$ cat config.mk
export PLATFORM = sky130hd
export DESIGN_NAME = reuse_fifo_tracker
export DESIGN_NICKNAME = d
export VERILOG_FILES = /design/src/rtl/reuse_fifo_tracker.sv
export SDC_FILE = /design/constraint.sdc
export NUM_CORES = 1
export LEC_CHECK = 0
export BUFFER_PORTS_ARGS = -buffer_cell sky130_fd_sc_hd__buf_4
export CAP_MARGIN = 20
export CORE_MARGIN = 10
export CORE_UTILIZATION = 51
export CTS_CLUSTER_DIAMETER = 80
export CTS_CLUSTER_SIZE = 40
export DETAILED_ROUTE_END_ITERATION = 8
export GPL_TIMING_DRIVEN = 0
export PLACE_DENSITY = 0.68
export REMOVE_ABC_BUFFERS = 1
export SLEW_MARGIN = 15
export SYNTH_ARGS = -nofsm -noshare
export SYNTH_HDL_FRONTEND = slang
export SYNTH_SLANG_ARGS = --single-unit
$ cat constraint.sdc
create_clock -name clk -period 8.8 [get_ports clk]
set_input_delay 0.88 -clock clk [delete_from_list [all_inputs] [get_ports clk]]
set_output_delay 0.88 -clock clk [all_outputs]
set_load 0.02 [all_outputs]
$ cat src/rtl/reuse_fifo_tracker.sv
module reuse_fifo_tracker #(
  parameter int DEPTH  = 16,
  parameter int ADDR_W = 32,
  parameter int CNT_W  = 32
) (
  input  logic              clk,
  input  logic              rst_n,
  input  logic              clr_i,
  input  logic              req_vld_i,
  input  logic [ADDR_W-1:0] req_addr_i,
  output logic              hit_vld_o,
  output logic              hit_o,
  output logic [CNT_W-1:0]  hit_cnt_o,
  output logic [CNT_W-1:0]  ref_cnt_o
);
  localparam int PTR_W = (DEPTH > 1) ? $clog2(DEPTH) : 1;
  localparam logic [CNT_W-1:0] CNT_MAX = '1;
  localparam logic [PTR_W-1:0] PTR_LAST = PTR_W'(DEPTH - 1);

  logic [ADDR_W-1:0] tag_q [DEPTH];
  logic [DEPTH-1:0]  live_q;
  logic [DEPTH-1:0]  match;
  logic [PTR_W-1:0]  wr_ptr_q;
  logic              lookup_hit, accept, insert;

  for (genvar g = 0; g < DEPTH; g++) begin : g_cmp
    assign match[g] = live_q[g] && (tag_q[g] == req_addr_i);
  end

  assign lookup_hit = |match;
  assign accept     = req_vld_i && !clr_i;
  assign insert     = accept && !lookup_hit;

  always_ff @(posedge clk) begin
    if (insert) tag_q[wr_ptr_q] <= req_addr_i;
  end

  always_ff @(posedge clk or negedge rst_n) begin
    if (!rst_n) begin
      live_q    <= '0;
      wr_ptr_q  <= '0;
      hit_vld_o <= 1'b0;
      hit_o     <= 1'b0;
      hit_cnt_o <= '0;
      ref_cnt_o <= '0;
    end else begin
      hit_vld_o <= accept;
      hit_o     <= accept && lookup_hit;
      if (clr_i) begin
        live_q    <= '0;
        wr_ptr_q  <= '0;
        hit_cnt_o <= '0;
        ref_cnt_o <= '0;
      end else if (accept) begin
        if (ref_cnt_o != CNT_MAX) ref_cnt_o <= ref_cnt_o + 1'b1;
        if (lookup_hit) begin
          if (hit_cnt_o != CNT_MAX) hit_cnt_o <= hit_cnt_o + 1'b1;
        end else begin
          live_q[wr_ptr_q] <= 1'b1;
          wr_ptr_q <= (wr_ptr_q == PTR_LAST) ? '0 : wr_ptr_q + 1'b1;
        end
      end
    end
  end

  AST_CLR_EMPTIES: assert property (@(posedge clk) disable iff (!rst_n)
    clr_i |=> (live_q == '0 && hit_cnt_o == '0 && ref_cnt_o == '0 && !hit_vld_o));
  AST_HIT_LE_REF: assert property (@(posedge clk) disable iff (!rst_n)
    hit_cnt_o <= ref_cnt_o);
  AST_REF_NO_DROP: assert property (@(posedge clk) disable iff (!rst_n)
    !clr_i |=> ref_cnt_o >= $past(ref_cnt_o));
  AST_REF_SATURATED: assert property (@(posedge clk) disable iff (!rst_n)
    (ref_cnt_o == CNT_MAX && !clr_i) |=> ref_cnt_o == CNT_MAX);
  AST_HIT_NO_STORE: assert property (@(posedge clk) disable iff (!rst_n)
    (hit_vld_o && hit_o) |-> wr_ptr_q == $past(wr_ptr_q));
  AST_MISS_STORES: assert property (@(posedge clk) disable iff (!rst_n)
    (hit_vld_o && !hit_o) |-> (wr_ptr_q != $past(wr_ptr_q) || DEPTH == 1));
  AST_IDLE_HOLDS: assert property (@(posedge clk) disable iff (!rst_n)
    (!req_vld_i && !clr_i) |=> (!hit_vld_o && $stable(ref_cnt_o) && $stable(hit_cnt_o)));
endmodule

# Yosys cells after proc, flatten, opt, wreduce, memory -nomap -nowiden
# Memories as Yosys holds them, arrays and structs flattened.
# Cells that the tools add are included.
# totals
reg_bits	86
ramBits	512
in_bits	36
word_cells	81
n_memories	1
# op_classes
add_sub_neg	3
n_lt_le_gt_ge	2
n_eq_ne	20
n_mux	18
bitwise	1
reduce_logical	30
# memory_table
name	depth	width	read_ports	rd_clocked_by_memory_dff	write_ports	line_no	source
tag_q	16	32	16	0	1	20	logic [ADDR_W-1:0] tag_q [DEPTH];
# op_table
operator	count
$eq 32x32->1	16
$mux 32	7
$add 32x1->32 const B	2
$ne 32x32->1 const B	2
$mux 16	3
$logic_and 1x1->1	20
$mux 4	4
$or 16x16->16	1
$reduce_or 16->1	1
$reduce_bool 2->1	4
$lt 4x5->1 const B	1
$add 4x1->4 const B	1
$demux 1 s4	1
$eq 4x4->1 const B	1
$ge 4x1->1 const B	1
$reduce_and 2->1	2
$mux 1	3
$reduce_and 3->1	1
$logic_not 1->1	2
$ne 2x2->1 const B	1

# Longest topological paths before layout
# Gate-level depths: netlist of the first run.
# depth
ltp_word	8
ltp_mapped	14
mapped_depth_nobuf	9

# Least setup slack after synthesis of the first run
# Ideal clock, no wire load.
# synth_timing
path_type	input -> register
start	input port req_addr_i[24]
end	memory tag_q[10][0] (enable)
t_arrival_ps	4296
t_required_ps	8379
setup_slack_ps	4083
path_stages	12
path_buffers	3
path_cell_list	buf_4 buf_6 xor2_1 nor4_1 nand3_1 nor3_1 or4_4 nor4_4 and2_0 clkbuf_1 nand2_1 nor2_1
# synth_via
elab_chain_len	7
# synth_lines
item	line_no	source
from (decl)	10	input logic [ADDR_W-1:0] req_addr_i,
$eq 32x32->1	27	assign match[g] = live_q[g] && (tag_q[g] == req_addr_i);
$logic_and 1x1->1	27	
$reduce_or 16->1 *	30	assign lookup_hit = |match;
$logic_not 1->1 *	32	assign insert = accept && !lookup_hit;
$logic_and 1x1->1 *	32	
$mux 1 *	35	if (insert) tag_q[wr_ptr_q] <= req_addr_i;
$mux 1 (implied by the code) *	35	
to (decl)	20	
# Every way passes the cells marked *; elsewhere a longest branch is shown, timed or not.

# Worst setup path after layout of the first run
# layout_timing
start	input port req_addr_i[14]
end	memory tag_q[2][30] (enable)
# The elaborated chain is that of the path after synthesis.

==> results.sh, run 1 <==
export IMPL_status="complete, no violations"
export IMPL_drive_above_1_share_pct=10.75
export IMPL_wl_um=57490
export IMPL_grt_pass1_vias=13520
export IMPL_synth_compound_area_share_pct=2.287
export IMPL_place_area_um2=27220
export IMPL_drt_wirelength_per_cell_um=22.95
export IMPL_syn2layout_area_growth_pct=8.182
export IMPL_r2r_end="tag_q[2][30]"
export IMPL_critical_path_class="input port to register"
export IMPL_worstSetupEndpointType="register"
export IMPL_grt_total_usage_pct=18.32
export IMPL_reg2reg_depth=9
export IMPL_finalSetupViolCount=0
export IMPL_synthCells=1761
export IMPL_first_iter_violations=1211
export IMPL_synth_simple_area_share_pct=8.641
export IMPL_cts_resized=0
export IMPL_dieArea_um2=60730
export IMPL_pre_cts_slack_ps=3667
export IMPL_core_area_um2=50480
export IMPL_clk_pin_slew_ps=130
export IMPL_port_buffer_count=101
export IMPL_cts_root_buf="clkbuf_16"
export IMPL_grt_pass1_wl_um=85490
export IMPL_vias=14220
export IMPL_dp_cells=2456
export IMPL_ios=102
export IMPL_grt_setup_unrepaired="no"
export IMPL_htree_levels=1
export IMPL_synth_top_family_by_area="XOR/XNOR gates"
export IMPL_cts_made_buffers=27
export IMPL_required_ps=9050
export IMPL_dr_pass1_iters=4
export IMPL_ys_seq_elements=598
export IMPL_worstPathMaxFanout=32
export IMPL_fmax_mhz=224.2
export IMPL_postLayoutCellArea_um2=28290
export IMPL_finalCritPeriodShare_pct=50.69
export IMPL_postCtsHoldBufs=0
export IMPL_route_detailed_drc=0
export IMPL_grt_remaining_overflow=0
export IMPL_cts_tree="built"
export IMPL_die_y_um=246.4
export IMPL_fin_crit_ps=4461
export IMPL_synth_edf_count=512
export IMPL_post_cts_buffers=0
export IMPL_fin_ws_ps=4339
export IMPL_worst_setup_path_start_kind="input port"
export IMPL_grt_max_degree=89
export IMPL_synthAdderAreaFrac_pct=0.2871
export IMPL_yosysUniqueCellTypes=53
export IMPL_insertion_delay_ps=620
export IMPL_layout_nets=1855
export IMPL_slew_limit_headroom_pct=37.84
export IMPL_via_per_inst=5.678
export IMPL_dp_hpwl_um=31040
export IMPL_die_w_um=246.4
export IMPL_syn_area_um2=26150
export IMPL_hold_class="input port to async pin"
export IMPL_fin_skew_ps=27.49
export IMPL_antenna_found_initial=0
export IMPL_synthMuxAreaShare_pct=0.2105
export IMPL_initial_core_util_pct=51.80
export IMPL_yosysWarnings=0
export IMPL_place_congestion=0.7878
export IMPL_drv_cap=0
export IMPL_power_density_nw_per_um2=180.8
export IMPL_ir_drop_uv=177.1
export IMPL_fin_cells=2505
export IMPL_cp_arrival_ps=4720
export IMPL_power_leakage_nw=9.724
export IMPL_setup_tns_ps=0
export IMPL_timing_rr_start="tag_q[11][5]"
export IMPL_row_count=82
export IMPL_synthXorXnorAreaFrac_pct=17.92
export IMPL_finalHoldViolCount=0
export IMPL_ant_nets=0
export IMPL_async_reset_ff_share_pct=14.38
export IMPL_seq_area_frac_synth_pct=67.02
export IMPL_syn_area_per_cell_um2=14.85
export IMPL_clk_path_buf_depth=3
export IMPL_rrSetupSlack_ps=4790
export IMPL_worst_slew_pin_slew_ps=932.4
export IMPL_n_antenna_cell=0
export IMPL_ys_flop_type="edfxtp_1"
export IMPL_drv_slew=0
export IMPL_clock_sinks=598
registers in the layout, indices dropped and copies added (netlist names):
register   cells
hit_cnt_o     32
hit_o          1
hit_vld_o      1
live_q        16
ref_cnt_o     32
tag_q        512
wr_ptr_q       4
how the worst max path moves through the flow:
stage | startpoint | cells past startpoint | end
floorplan | req_addr_i[28] | 9 | tag_q[10][0]
detailed placement | req_addr_i[14] | 10 | tag_q[2][6]
finish | req_addr_i[14] | 10 | tag_q[2][30]
CTS | req_addr_i[25] | 10 | tag_q[2][12]
global placement | req_addr_i[25] | 10 | tag_q[4][25]
global route | req_addr_i[30] | 10 | tag_q[2][18]
Yosys cell counts, types with 3 or more instances:
cell,count,area (um^2)
a21o_1,4,30.03
a21oi_1,35,175.2
a31oi_1,13,81.33
a41oi_1,3,26.28
and2_1,3,18.77
and3_1,12,75.07
and4_1,4,35.03
buf_12,3,60.06
buf_2,3,15.01
buf_4,22,165.2
buf_6,31,349.1
buf_8,14,210.2
clkbuf_1,17,63.81
dfrtp_1,86,2152
edfxtp_1,512,15370
ha_1,6,75.07
inv_1,23,86.33
mux2_4,3,45.04
nand2_1,30,112.6
nand3_1,50,250.2
nand4_1,43,269.0
nor2_1,76,285.3
nor2b_1,4,25.02
nor3_1,35,175.2
nor4_1,104,650.6
o21ai_0,15,75.07
o21ai_1,3,15.01
o311ai_0,3,26.28
o31ai_1,9,67.56
o41ai_1,3,26.28
or2_2,6,37.54
or3_1,20,125.1
or4_1,9,67.56
xnor2_1,78,683.2
xor2_1,457,4003
kinds of logic (layout without fill, tap and decap cells):
| family | count (synthesis) | after routing |
|---|---|---|
| compound gates | 96 | 96 |
| simple gates | 409 | 409 |
| buf+inv | 113 | 185 |
| xor+xnor | 535 | 535 |
| flops | 598 | 598 |
| mux | 4 | 4 |
| fa+ha+maj | 6 | 6 |
area by class of cell:
cell class / count / area (um^2)
Clock inverter: 22 / 391.6
Timing Repair Buffer: 113 / 993.5
Sequential cell: 598 / 17530
Clock buffer: 27 / 675.6
Multi-Input combinational cell: 1050 / 7775
Fill cell: 3987 / 22190
Tap cell: 672 / 840.8
Inverter: 23 / 86.33
through the flow:
step | hold slack, ps | utilization [%] | total power, mW
CTS | 251.3 | 56.04 | 5.153
floorplan | 453.3 | - | 3.279
global route | 277.6 | 56.04 | 5.275
global placement | 465.0 | 53.26 | 3.453
detailed placement | 471.2 | 53.93 | 3.467
finish | 269.3 | 56.04 | 5.115
worst max-delay path, cell delays in order:
cell and delay [ps]:
buf_4 510, xor2_1 200, nor4_1 80, nand4_1 90, nor3_1 110, or4_4 590
nor4_4 670, and2_0 460, nand2_1 300, nor2_4 730
where the power goes:
group | internal (mW) | switching, mW | total [mW] | leakage [nW]
Sequential | 3.09 | 0.00783 | 3.10 | 5.81
Combinational | 0.0831 | 0.216 | 0.300 | 3.40
Clock | 0.693 | 1.02 | 1.71 | 0.512
layer usage:
layer	vias to the layer above	GRT usage (%)	share of wire, %	routed length (um)
met5	-	0	0	0
met4	0	3.428	1.3	726
met3	48	1.883	4.4	2506
met2	321	30.25	49	27950
met1	7395	26.08	46	26310
li1	6459	-	-	-
cell usage in the layout, fill, tap and decap left out, types with 6 or more instances in the layout:
cell       synthesis  routed
or4_1              9       9
nor2_4             0      12
nor3_1            35      35
buf_4             22     102
and3_1            12       8
a21oi_1           35      35
dfrtp_1           86      86
nand4_1           43      43
a31oi_1           13      13
o31ai_1            9       9
nand2_1           30      30
edfxtp_1         512     512
buf_12             3      10
xnor2_1           78      78
nand3_1           50      50
clkbuf_16          0      27
inv_1             23      23
o21ai_0           15      15
ha_1               6       6
nor4_1           104     103
inv_16             0      10
or2_2              6       7
nor2_1            76      64
or3_1             20      20
xor2_1           457     457
Power figures use the tool's default switching activity.
==> inputs of run 2 (changes only) <==
--- a/config.mk
+++ b/config.mk
@@ -13,7 +13,7 @@
 export CTS_CLUSTER_SIZE = 40
 export DETAILED_ROUTE_END_ITERATION = 8
 export GPL_TIMING_DRIVEN = 0
-export PLACE_DENSITY = 0.68
+export PLACE_DENSITY = 0.7
 export REMOVE_ABC_BUFFERS = 1
 export SLEW_MARGIN = 15
 export SYNTH_ARGS = -nofsm -noshare
==> constraint.sdc (replaced) <==
create_clock -name clk -period 3.9 [get_ports clk]
set_input_delay 0.39 -clock clk [delete_from_list [all_inputs] [get_ports clk]]
set_output_delay 0.39 -clock clk [all_outputs]
set_load 0.02 [all_outputs]
==> results.sh, run 2 (synthesis results as in run 1) <==
export IMPL_ir_drop_uv=420.0
export IMPL_row_count=82
export IMPL_fin_crit_ps=3628
export IMPL_cts_tree="built"
export IMPL_cts_root_buf="clkbuf_16"
export IMPL_drive_above_1_share_pct=10.49
export IMPL_hold_end="hit_o"
export IMPL_n_antenna_cell=0
export IMPL_drv_cap=0
export IMPL_critical_path_class="register to register"
export IMPL_min_delay_start="req_vld_i"
export IMPL_antenna_found_initial=0
export IMPL_dieArea_um2=60730
export IMPL_p_total_mw=11.22
export IMPL_drv_slew=0
export IMPL_finalCritPeriodShare_pct=93.02
export IMPL_drt_wirelength_per_cell_um=22.54
export IMPL_grt_remaining_overflow=0
export IMPL_core_area_um2=50480
export IMPL_pre_cts_slack_ps=-719.8
export IMPL_hold_class="input port to register"
export IMPL_route_detailed_drc=0
export IMPL_r2r_end="tag_q[1][20]"
export IMPL_insertion_delay_ps=620
export IMPL_worst_slew_pin_slew_ps=929.9
export IMPL_dr_pass1_iters=5
export IMPL_ant_nets=0
export IMPL_die_w_um=246.4
export IMPL_die_y_um=246.4
export IMPL_wl_um=56380
export IMPL_cts_made_buffers=25
export IMPL_fin_ws_ps=272.3
export IMPL_holdPathStages=3
export IMPL_cp_arrival_ps=3850
export IMPL_grt_pass1_wl_um=85980
export IMPL_reg2reg_depth=9
export IMPL_timing_rr_start="tag_q[0][18]"
export IMPL_required_ps=4120
export IMPL_layout_nets=1854
export IMPL_worstSetupEndpointType="register"
export IMPL_layout_common_cells="512 x edfxtp_1, 457 x xor2_1, 103 x nor4_1, 101 x buf_4, 86 x dfrtp_1"
export IMPL_finalHoldViolCount=0
export IMPL_largest_reg_flops=512
export IMPL_dp_hpwl_um=30630
export IMPL_power_density_nw_per_um2=398.8
export IMPL_ios=102
export IMPL_clock_sinks=598
export IMPL_first_iter_violations=1305
export IMPL_via_per_inst=5.666
export IMPL_grt_total_usage_pct=18.39
export IMPL_fin_skew_ps=45.42
export IMPL_grt_max_degree=89
export IMPL_status="complete, no violations"
export IMPL_top_register="tag_q"
export IMPL_vias=14180
export IMPL_syn2layout_area_growth_pct=7.622
export IMPL_slew_limit_headroom_pct=38.00
export IMPL_worstPathMaxFanout=32
export IMPL_grt_setup_unrepaired="no"
export IMPL_htree_levels=1
export IMPL_worst_setup_path_start_kind="register"
export IMPL_startpoint="tag_q[0][18]"
export IMPL_clk_path_buf_depth=3
export IMPL_clk_pin_slew_ps=130
export IMPL_power_leakage_nw=9.638
export IMPL_final_common_cell="edfxtp_1"
export IMPL_rrSetupSlack_ps=270
export IMPL_grt_pass1_vias=13980
export IMPL_fmax_mhz=275.7
export IMPL_top_regs="tag_q x512, hit_cnt_o x32, ref_cnt_o x32"
export IMPL_finalSetupViolCount=0
export IMPL_port_buffer_count=101
export IMPL_place_congestion=0.8012
export IMPL_initial_core_util_pct=51.80
## run 2: changes by cell type in the layout (fill, tap and decap cells not counted), moves of 2 or more
| cell | change |
|---|---|
| inv_16 | -6 |
| clkbuf_1 | +4 |
| inv_12 | +3 |
| nor2_4 | +3 |
| buf_12 | -2 |
| clkbuf_16 | -2 |
| inv_6 | -2 |
## run 2: worst max path at each step
| stage | depth (start not counted) | end |
|---|---|---|
| 4_1_cts | 9 | tag_q[1][3] |
| 6_report | 9 | tag_q[1][20] |
| 3_3_place_gp | 10 | tag_q[4][3] |
| 3_5_place_dp | 10 | tag_q[1][10] |
| 2_1_floorplan | 9 | tag_q[10][0] |
| 5_1_grt | 9 | tag_q[1][7] |
## run 2: worst max-delay path, cell delays in order (launching register included)
cell and delay, ps:
edfxtp_1 420, xor2_1 180, nor4_1 80, nand3_1 120, nor3_1 100, or4_4 540
nor4_4 610, and2_4 310, nand2_2 130, nor2_4 710
## run 2: repair_timing
action / CTS / global route
gates cloned: 3 / 0
hold endpoints to repair: 44 / 0
pin swaps: 3 / 0
gates resized for setup: 5 / 3
setup endpoints to repair: 160 / 64
buffers inserted: 0 / 0
hold buffers: 1 / 0
## run 2: layer usage
layer	global-route usage, %	wire [um]	vias to the layer above
met2	30.14	27240	349
met4	4.384	994	0
li1	-	-	6465
met1	26.14	25630	7305
met5	0	0	-
met3	1.699	2522	58
## run 2: per-stage QoR
stage	instances	area (um^2)	util (%)	TNS, ps	hold WS (ps)
after global routing	2502	28140	55.75	0	138.1
after CTS	2502	28140	55.74	0	122.5
after detailed placement	2453	27150	53.79	-237100	455.0
after floorplan	1671	25290	-	-3580	94.41
after global placement	2444	26890	53.26	-776390	464.3
final	2502	28140	55.75	0	151.2
## run 2: area by class of cell
type | count | area [um^2]
Fill cell | 3983 | 22340
Sequential cell | 598 | 17530
Tap cell | 672 | 840.8
Multi-Input combinational cell | 1053 | 7818
Timing Repair Buffer | 111 | 933.4
Clock inverter | 16 | 297.8
Clock buffer | 29 | 640.6
Inverter | 23 | 86.33
## run 2: power by group
part	switching (mW)	internal [mW]	leakage, nW
logic	0.483	0.186	3.38
clock network	2.18	1.38	0.446
registers	0.0179	6.98	5.81
